<file path="config.mk">
export PLATFORM = sky130hd
export DESIGN_NAME = spi_port
export DESIGN_NICKNAME = d
export VERILOG_FILES = /design/src/rtl/spi_port_pkg.sv /design/src/rtl/spi_port_rate.sv /design/src/rtl/spi_port_sync.sv /design/src/rtl/spi_port.sv
export SDC_FILE = /design/constraint.sdc
export NUM_CORES = 1
export LEC_CHECK = 0
export BUFFER_PORTS_ARGS = -buffer_cell sky130_fd_sc_hd__buf_2
export CAP_MARGIN = 10
export CORE_MARGIN = 2
export CORE_UTILIZATION = 60
export DETAILED_ROUTE_END_ITERATION = 8
export GPL_ROUTABILITY_DRIVEN = 0
export PLACE_DENSITY = 0.85
export SETUP_SLACK_MARGIN = 0.15
export SLEW_MARGIN = 20
export SYNTH_ARGS = -nofsm -noshare
export SYNTH_HDL_FRONTEND = slang
export SYNTH_SLANG_ARGS = --single-unit
</file>
<file path="constraint.sdc">
create_clock -name clk -period 3.2 [get_ports clk]
set_input_delay 0.32 -clock clk [delete_from_list [all_inputs] [get_ports clk]]
set_output_delay 0.32 -clock clk [all_outputs]
set_load 0.1 [all_outputs]
</file>
<file path="src/rtl/spi_port_pkg.sv">
package spi_port_pkg;
  localparam int BYTE_W = 8;

  localparam logic [3:0] MD_FOSC4    = 4'b0000;
  localparam logic [3:0] MD_FOSC16   = 4'b0001;
  localparam logic [3:0] MD_FOSC64   = 4'b0010;
  localparam logic [3:0] MD_TIMER    = 4'b0011;
  localparam logic [3:0] MD_SLV_SEL  = 4'b0100;
  localparam logic [3:0] MD_SLV_FREE = 4'b0101;
  localparam logic [3:0] MD_DIVREG   = 4'b1010;

  typedef struct packed {
    logic       wcol;
    logic       ovf;
    logic       en;
    logic       ckp;
    logic [3:0] mode;
  } ctl_t;

  function automatic logic mode_master(input logic [3:0] m);
    return (m == MD_FOSC4) || (m == MD_FOSC16) || (m == MD_FOSC64) ||
           (m == MD_TIMER) || (m == MD_DIVREG);
  endfunction

  function automatic logic mode_slave(input logic [3:0] m);
    return (m == MD_SLV_SEL) || (m == MD_SLV_FREE);
  endfunction
endpackage

</file>
<file path="src/rtl/spi_port_rate.sv">
module spi_port_rate
  import spi_port_pkg::*;
#(
  parameter int DIV_W = 8
) (
  input  logic             clk,
  input  logic             rst_n,
  input  logic             run,
  input  logic [3:0]       mode,
  input  logic [DIV_W-1:0] div,
  input  logic             tmr_tick,
  output logic             tick
);
  localparam int CNT_W = DIV_W + 2;

  logic [CNT_W-1:0] cnt_q, cnt_d, half;
  logic             hit;

  always_comb begin
    case (mode)
      MD_FOSC16: half = CNT_W'(8);
      MD_FOSC64: half = CNT_W'(32);
      MD_DIVREG: half = CNT_W'({div, 1'b0}) + CNT_W'(2);
      default:   half = CNT_W'(2);
    endcase
  end

  assign hit  = (cnt_q == half - CNT_W'(1));
  assign tick = run && ((mode == MD_TIMER) ? tmr_tick : hit);

  always_comb begin
    if (!run || hit) cnt_d = '0;
    else             cnt_d = cnt_q + CNT_W'(1);
  end

  always_ff @(posedge clk or negedge rst_n) begin
    if (!rst_n) cnt_q <= '0;
    else        cnt_q <= cnt_d;
  end
endmodule

</file>
<file path="src/rtl/spi_port_sync.sv">
module spi_port_sync #(
  parameter int W = 3
) (
  input  logic         clk,
  input  logic         rst_n,
  input  logic [W-1:0] d,
  output logic [W-1:0] q
);
  logic [W-1:0] s1_q, s2_q;

  always_ff @(posedge clk or negedge rst_n) begin
    if (!rst_n) begin
      s1_q <= '0;
      s2_q <= '0;
    end else begin
      s1_q <= d;
      s2_q <= s1_q;
    end
  end

  assign q = s2_q;
endmodule

</file>
<file path="src/rtl/spi_port.sv">
module spi_port
  import spi_port_pkg::*;
#(
  parameter int DATA_W = BYTE_W,
  parameter int DIV_W  = 8
) (
  input  logic              clk,
  input  logic              rst_n,
  input  logic              ctl_we,
  input  logic [7:0]        ctl_wdata,
  output logic [7:0]        ctl_rdata,
  input  logic              div_we,
  input  logic [DIV_W-1:0]  div_wdata,
  input  logic              buf_we,
  input  logic [DATA_W-1:0] buf_wdata,
  input  logic              buf_re,
  output logic [DATA_W-1:0] buf_rdata,
  output logic              buf_full,
  output logic              xfer_done,
  input  logic              tmr_tick,
  input  logic              sck_i,
  output logic              sck_o,
  output logic              sck_oe,
  input  logic              sdi_i,
  output logic              sdo_o,
  output logic              sdo_oe,
  input  logic              ss_n_i
);
  localparam int BCNT_W = $clog2(DATA_W);

  // reset: asynchronous assert, synchronous release
  logic [1:0] rs_q;
  logic       rst_i_n;
  always_ff @(posedge clk or negedge rst_n) begin
    if (!rst_n) rs_q <= 2'b00;
    else        rs_q <= {rs_q[0], 1'b1};
  end
  assign rst_i_n = rs_q[1];

  ctl_t              ctl_q, ctl_d;
  logic [DIV_W-1:0]  div_q, div_d;
  logic [DATA_W-1:0] sr_q, sr_d, rbuf_q, rbuf_d, shifted;
  logic              full_q, full_d, done_q, done_d, busy_q, busy_d;
  logic              phase_q, phase_d, rxb_q, rxb_d, sck_prev_q;
  logic [BCNT_W-1:0] bcnt_q, bcnt_d;

  // slave-side synchronized inputs
  logic [2:0] sync_q;
  logic       sck_s, sdi_s, ss_s;
  spi_port_sync #(.W(3)) u_sync (
    .clk  (clk),
    .rst_n(rst_i_n),
    .d    ({ss_n_i, sdi_i, sck_i}),
    .q    (sync_q)
  );
  assign sck_s = sync_q[0];
  assign sdi_s = sync_q[1];
  assign ss_s  = sync_q[2];

  logic is_m, is_s, ss_act, active, busy_any, tick;
  logic s_rise, s_fall, lead_ev, trail_ev, last_ev, wr_ok, wr_col, ovf_set;

  assign is_m     = ctl_q.en && mode_master(ctl_q.mode);
  assign is_s     = ctl_q.en && mode_slave(ctl_q.mode);
  assign ss_act   = (ctl_q.mode != MD_SLV_SEL) || !ss_s;
  assign active   = is_m || (is_s && ss_act);
  assign busy_any = is_m ? busy_q : (phase_q || (bcnt_q != '0));

  spi_port_rate #(.DIV_W(DIV_W)) u_rate (
    .clk     (clk),
    .rst_n   (rst_i_n),
    .run     (is_m && busy_q),
    .mode    (ctl_q.mode),
    .div     (div_q),
    .tmr_tick(tmr_tick),
    .tick    (tick)
  );

  // leading edge = idle -> active level of SCK
  assign s_rise   = ((sck_s ^ ctl_q.ckp) == 1'b1) && ((sck_prev_q ^ ctl_q.ckp) == 1'b0);
  assign s_fall   = ((sck_s ^ ctl_q.ckp) == 1'b0) && ((sck_prev_q ^ ctl_q.ckp) == 1'b1);
  assign lead_ev  = is_m ? (busy_q && tick && !phase_q) : (is_s && ss_act && s_rise);
  assign trail_ev = is_m ? (busy_q && tick && phase_q)  : (is_s && ss_act && s_fall && phase_q);
  assign last_ev  = trail_ev && (bcnt_q == BCNT_W'(DATA_W - 1));
  assign wr_ok    = buf_we && (is_m || is_s) && !busy_any;
  assign wr_col   = buf_we && (is_m || is_s) && busy_any;
  assign ovf_set  = last_ev && is_s && full_q;
  assign shifted  = {sr_q[DATA_W-2:0], rxb_q};

  always_comb begin
    ctl_d = ctl_q;
    if (ctl_we) begin
      ctl_d      = ctl_t'(ctl_wdata);
      ctl_d.wcol = ctl_q.wcol & ctl_wdata[7];
      ctl_d.ovf  = ctl_q.ovf & ctl_wdata[6];
    end
    if (wr_col)  ctl_d.wcol = 1'b1;
    if (ovf_set) ctl_d.ovf  = 1'b1;
    div_d = div_we ? div_wdata : div_q;
  end

  always_comb begin
    sr_d    = sr_q;
    rbuf_d  = rbuf_q;
    full_d  = full_q;
    busy_d  = busy_q;
    phase_d = phase_q;
    bcnt_d  = bcnt_q;
    rxb_d   = rxb_q;
    done_d  = 1'b0;
    if (buf_re) full_d = 1'b0;
    if (!active) begin
      busy_d  = 1'b0;
      phase_d = 1'b0;
      bcnt_d  = '0;
    end
    if (wr_ok) begin
      sr_d    = buf_wdata;
      busy_d  = is_m;
      phase_d = 1'b0;
      bcnt_d  = '0;
    end
    if (lead_ev) begin
      rxb_d   = is_m ? sdi_i : sdi_s;
      phase_d = 1'b1;
    end
    if (trail_ev) begin
      sr_d    = shifted;
      phase_d = 1'b0;
      bcnt_d  = bcnt_q + BCNT_W'(1);
      if (last_ev) begin
        bcnt_d = '0;
        busy_d = 1'b0;
        done_d = 1'b1;
        if (!ovf_set) begin
          rbuf_d = shifted;
          full_d = 1'b1;
        end
      end
    end
  end

  always_ff @(posedge clk or negedge rst_i_n) begin
    if (!rst_i_n) begin
      ctl_q      <= '0;
      div_q      <= '0;
      sr_q       <= '0;
      rbuf_q     <= '0;
      full_q     <= 1'b0;
      done_q     <= 1'b0;
      busy_q     <= 1'b0;
      phase_q    <= 1'b0;
      bcnt_q     <= '0;
      rxb_q      <= 1'b0;
      sck_prev_q <= 1'b0;
    end else begin
      ctl_q      <= ctl_d;
      div_q      <= div_d;
      sr_q       <= sr_d;
      rbuf_q     <= rbuf_d;
      full_q     <= full_d;
      done_q     <= done_d;
      busy_q     <= busy_d;
      phase_q    <= phase_d;
      bcnt_q     <= bcnt_d;
      rxb_q      <= rxb_d;
      sck_prev_q <= sck_s;
    end
  end

  assign ctl_rdata = ctl_q;
  assign buf_rdata = rbuf_q;
  assign buf_full  = full_q;
  assign xfer_done = done_q;
  assign sck_o     = ctl_q.ckp ^ (is_m && phase_q);
  assign sck_oe    = is_m;
  assign sdo_o     = sr_q[DATA_W-1];
  assign sdo_oe    = active;
endmodule

</file>
## Yosys cells after proc, flatten, opt, wreduce, memory -nomap -nowiden

Index checks and enable logic that the tools add are counted.

- Output and inout port bits: 22
- Input bits: 34
- Register bits: 59

- Muxes and demuxes: 30
- Add/sub/neg operators: 4
- Eq/ne operators: 11
- Reductions and logical operators: 40
- Bitwise operators: 8

Operators with widths:

| cell | number |
|---|---|
| 10-bit case mux with 3 select lines | 1 |
| 8-bit two-way mux | 3 |
| 1-bit two-way mux | 21 |
| 1-bit logical AND | 20 |
| 3-bit two-way mux | 4 |
| 10-bit by 1-bit adder with 10-bit output (second input constant) | 1 |
| 9-bit by 2-bit adder with 10-bit output (second input constant) | 1 |
| 10-bit equality test | 1 |
| 1-bit logical OR | 10 |
| 10-bit two-way mux | 1 |
| 10-bit by 1-bit subtractor with 10-bit output (second input constant) | 1 |
| 4-bit by 2-bit equality test with 1-bit output (second input constant) | 2 |
| 4-bit by 3-bit equality test with 1-bit output (second input constant) | 2 |
| 2-bit nonzero test | 3 |
| 4-bit by 1-bit equality test with 1-bit output (second input constant) | 1 |
| 4-bit equality test (second input constant) | 1 |
| 1-bit logical NOT | 4 |
| 4-bit logical NOT | 1 |
| 4-bit by 1-bit != test with 1-bit output (second input constant) | 1 |
| 4-bit by 3-bit != test with 1-bit output (second input constant) | 1 |
| 3-bit by 1-bit adder with 3-bit output (second input constant) | 1 |
| 3-bit equality test (second input constant) | 1 |
| 3-bit by 1-bit != test with 1-bit output (second input constant) | 1 |
| 1-bit NOT | 3 |
| 4 further kinds | 7 |

## Longest topological paths before layout

- Word-level depth: 17
- Depth in mapped cells: 13
- Depth with buffers taken out: 11

## By module

Synthesis repeated with hierarchy kept, for this count alone.

- Cell total of the unflattened synthesis: 317
- Area, all modules: 3407.0 µm²

By module, submodules not included:

| module | times used | seq. area each (µm²) | area an instance (µm²) | cells an instance |
|---|---|---|---|---|
| spi_port | 1 | 1076.0 | 1998.2 | 159 |
| spi_port_rate | 1 | 250.2 | 1258.7 | 152 |
| spi_port_sync | 1 | 150.1 | 150.1 | 6 |

## Worst setup path before layout

No wires, ideal clock.

- Kind: reg-to-output
- From: register ctl_q, in the netlist ctl_rdata[1]
- To: output port sck_o
- Required time: 2880 ps
- Cell stages (with the launch flop): 8
- Arrival time: 4439 ps
- Buffers on the path: 2
- Setup slack: -1559 ps
- Path through: dfrtp_1 -> buf_2 -> nand2b_1 -> a21boi_0 -> nor2b_1 -> clkbuf_1 -> nand2_1 -> xnor2_1

- Longest elaborated chain between the ends: 8
- Elaborated cells between the ends (all ways): 12
- Classes of those cells: eq/ne (4); bitwise (1); reduce/logical (7)

RTL lines:

| item | RTL line | RTL |
|---|---|---|
| start, declared | spi_port.sv:40 | `ctl_t ctl_q, ctl_d;` |
| start signal, assigned | spi_port.sv:157 | `ctl_q <= ctl_d;` |
| 4-bit by 1-bit equality test with 1-bit output / 4-bit logical NOT (equally long branches) | spi_port_pkg.sv:21 | `return (m == MD_FOSC4) \|\| (m == MD_FOSC16) \|\| (m == MD_FOSC64) \|\|` |
| 1-bit logical OR (3 in series) | spi_port_pkg.sv:21 |  |
| 1-bit logical OR * | spi_port_pkg.sv:22 | `(m == MD_TIMER) \|\| (m == MD_DIVREG);` |
| 1-bit logical AND * | spi_port.sv:63 | `assign is_m = ctl_q.en && mode_master(ctl_q.mode);` |
| via sck_oe | spi_port.sv:23 | `output logic sck_oe,` |
| 1-bit logical AND * | spi_port.sv:175 | `assign sck_o = ctl_q.ckp ^ (is_m && phase_q);` |
| 1-bit bitwise XOR * | spi_port.sv:175 |  |
| end, declared | spi_port.sv:22 | `output logic sck_o,` |

The timed path passes the listed nets; every way through them passes the cells marked *.

## Final worst setup path

- From: register ctl_q, in the netlist ctl_rdata[1]
- To: register rxb_q

- Longest elaborated chain between the ends: 11
- Elaborated cells between the ends (all ways): 28
- Classes of those cells: add/sub (1); eq/ne (8); mux (4); reduce/logical (15)

RTL lines:

| item | RTL line | RTL |
|---|---|---|
| parallel branches: the longest is 11 deep, another holds 10-bit by 1-bit subtractor with 10-bit output | n/a |  |
| end signal, assigned | spi_port.sv:166 | `rxb_q <= rxb_d;` |
| end, declared | spi_port.sv:44 | `logic phase_q, phase_d, rxb_q, rxb_d, sck_prev_q;` |

Parallel ways; which one is timed is not known.
A chain may end at the register's enable or synchronous reset.

==> flow_summary.yaml <==
run_status:
  outcome: "finished clean"
global_routing:
  grt_pass1_wl_mm: 12.6
  grt_max_degree: 32
  grtUsageMet1_pct: 35.3
  grt_pass1_vias: 2624
  grtUsageMet2_pct: 44.5
  busiest_layer: "met2"
  grt_overflow: 0
  grt_use_met3_pct: 5.81
  antenna_found_initial: 0
  track_usage_pct: 27.3
yosys:
  yosysSeqAreaShare_pct: 46.6
  synth_area_leaders: "dfrtp_1 47%, mux2_2 6.0%, xnor2_1 3.9%"
  synth_area_per_cell_um2: 10.3
  yosys.area.top_type_share_pct: 46.6
  ys_types: 57
  synthCells: 307
  ys_ff_latch: 59
  synth_top_cell_by_area: "dfrtp_1"
  synth_commonest_cells: "59 x dfrtp_1, 23 x nor2_1, 22 x nand2_1"
  synth_edf_count: 0
  synth_ff_type: "dfrtp_1"
  async_flop_share_pct: 100
  synth_area_um2: 3170
  syn_nets: 347
  yosysMostFrequentCell: "dfrtp_1"
  yosysWarnings: 0
sta:
  period_share_pct: 95.8
  relSlewSlack_pct: 54.1
  hold_slack_ns: 0.0776
  slew_viol_final: 0
  timing.final.ws_setup_ns: 0.135
  worst_slew_pin_slew_ns: 0.689
  final-setup-viol-count: 0
  hold_violations: 0
  fin_crit_ns: 3.06
  fmax_mhz: 326
  skew_ns: 0.00702
  rsz0062_at_grt: "yes"
drt:
  remaining_drc_errors: 0
  ant_nets: 0
  wl_per_cell_um: 17.6
  vias: 2718
  wl_mm: 8.05
  initialDrtViolationCount: 168
  dr.pass1.iters: 5
  viasPerCell: 5.93
floorplanning:
  die_area_um2: 5870
  dieHeight_um: 76.6
  core-area_um2: 5110
  die_x_um: 76.6
  num_rows: 26
  start_util_pct: 62.0
  ios: 56
worst_setup_path:
  path_cells: "nor4bb_1 > buf_4 > nand2_1 > ha_2 > xor2_1 > nand2_1 > a211oi_2 > o2111ai_4 > o31ai_2 > a32o_2 > mux2_2"
  worstSetupEndpointType: "register"
  cp-startpoint: "ctl_rdata[1]"
  crit_arrival_ns: 3.30
  critPathSlowestCell: "dfrtp_2"
  crit_top_cell: "nand2_1"
  cp_num_buf_inv: 1
  start_kind: "register"
  cp.required_ns: 3.43
  critPathKind: "register to register"
  cp_max_fo: 6
  critical_path.top_delay_family: "compound AO/OA/AOI/OAI gates"
  worstReg2RegStart: "ctl_rdata[1]"
  crit_path_max_incr_delay_ns: 0.43
cells_and_area:
  final_cell_area_um2: 4030
  antenna-diode-count: 0
  drive_gt1_share_pct: 39.9
  syn2layout_area_growth_pct: 27.3
  nNetsFinal: 423
  final_cell_count_no_fill: 458
clock_network:
  htreeDepth: 3
  numCtsBuffers: 9
  tritoncts: "done"
  root_buffer: "clkbuf_8"
  clock_latency_ns: 0.35
  ctsLongestPathBuffers: 2
  cts_sinks: 59
  clk_transition_reported_paths_ns: 0.07
run:
  cap_violations: 0
pwr:
  leakagePower_nw: 1.87
  finalPower_mw: 2.10
  max-vdd-ir-drop_uv: 510
  powerDensity_nw_per_um2: 521
place:
  hpwl_mm: 5.05
  dpl_worst_slack_ns: 0.0496
  dp_cells: 429
  io_buffer_count: 55
  placed_area_um2: 3620
min_path:
  min_path_type: "input port to register"
  hp-start: "sck_i"
stage by stage:
| stage | setup TNS [ns] | util (%) |
|---|---|---|
| after floorplan | -0.0888 | - |
| after global placement | 0 | 70.9 |
| after detailed placement | 0 | 70.9 |
| after CTS | 0 | 76.0 |
| after global routing | 0 | 78.9 |
| final | 0 | 78.9 |
worst paths after layout:
kind	depth (start not counted)	slack, ns	endpoint
worst max-delay path	11	0.14	rxb_q
worst min-delay path	1	0.08	u_sync.s1_q[0]
worst max register to register	11	0.14	rxb_q
worst min register to register	0	0.31	ctl_rdata[1]
max in group asynchronous	1	2.06	ctl_rdata[6]
min in group asynchronous	2	0.29	rs_q[0]
placed cells by master, fill, tap and decap left out, drive strengths merged, types with 2 or more instances in the layout:
cell,synthesis,final
inv,10,10
a31o,2,2
and2,11,11
a21oi,5,5
mux2,23,23
o2111ai,2,2
o22ai,2,2
mux2i,2,2
nor2b,4,4
xor2,9,9
a21boi,2,2
o211ai,2,2
a211oi,3,3
nor2,23,23
a21o,2,2
nand4,3,3
ha,6,6
nand2,22,22
and3,4,4
nand3,17,17
dfrtp,59,59
xnor2,14,14
nor3,7,7
or3,3,3
o21ai,21,21
clkbuf,12,13
bufinv,0,2
o21a,3,3
buf,6,81
a221o,8,8
registers in the layout (all words and copies together), names as in the netlist, 2 cells and up:
signal	cells
u_sync.q	3
u_rate.cnt_q	10
buf_rdata	8
u_sync.s1_q	3
bcnt_q	3
sr_q	8
ctl_rdata	8
rs_q	2
div_q	8
power by group:
part           internal, mW  leakage, nW  switching [mW]
Combinational         0.162         1.01           0.260
Sequential            0.807        0.751          0.0836
Clock                 0.480        0.113           0.308
what timing repair did:
action	4_1_cts	5_1_grt
resized for setup	3	17
hold buffers	1	0
pin swaps	2	10
setup buffers	2	10
hold endpoints to repair	2	0
endpoints found under the setup margin	15	20
cell type report:
| class | instances | area, um^2 |
|---|---|---|
| Tap cell | 70 | 87.6 |
| Clock inverter | 4 | 72.6 |
| Sequential cell | 59 | 1490 |
| Clock buffer | 12 | 155 |
| Fill cell | 317 | 1080 |
| Inverter | 10 | 37.5 |
| Multi-Input combinational cell | 220 | 1700 |
| Timing Repair Buffer | 83 | 493 |
kinds of logic (layout without fill, tap and decap cells):
logic type / Yosys count / count (layout) / share of synthesized area [%]
DFF: 59 / 59 / 46.6
other: 1 / 1 / 0.118
xor gates and xnor gates: 23 / 23 / 6.36
AOI/OAI and AO/OA: 59 / 59 / 13.9
and+or+nand+nor: 106 / 106 / 17.9
muxes: 25 / 25 / 8.81
adders and majority gates: 6 / 6 / 2.37
buffers and inverters: 28 / 109 / 3.83
metal layers:
layer  routed length [um]  up-vias
met5                    0        -
met2                 4160      120
met3                  474       16
met1                 3260     1335
met4                  155        0
li1                     -     1247
Power figures use the tool's default switching activity.
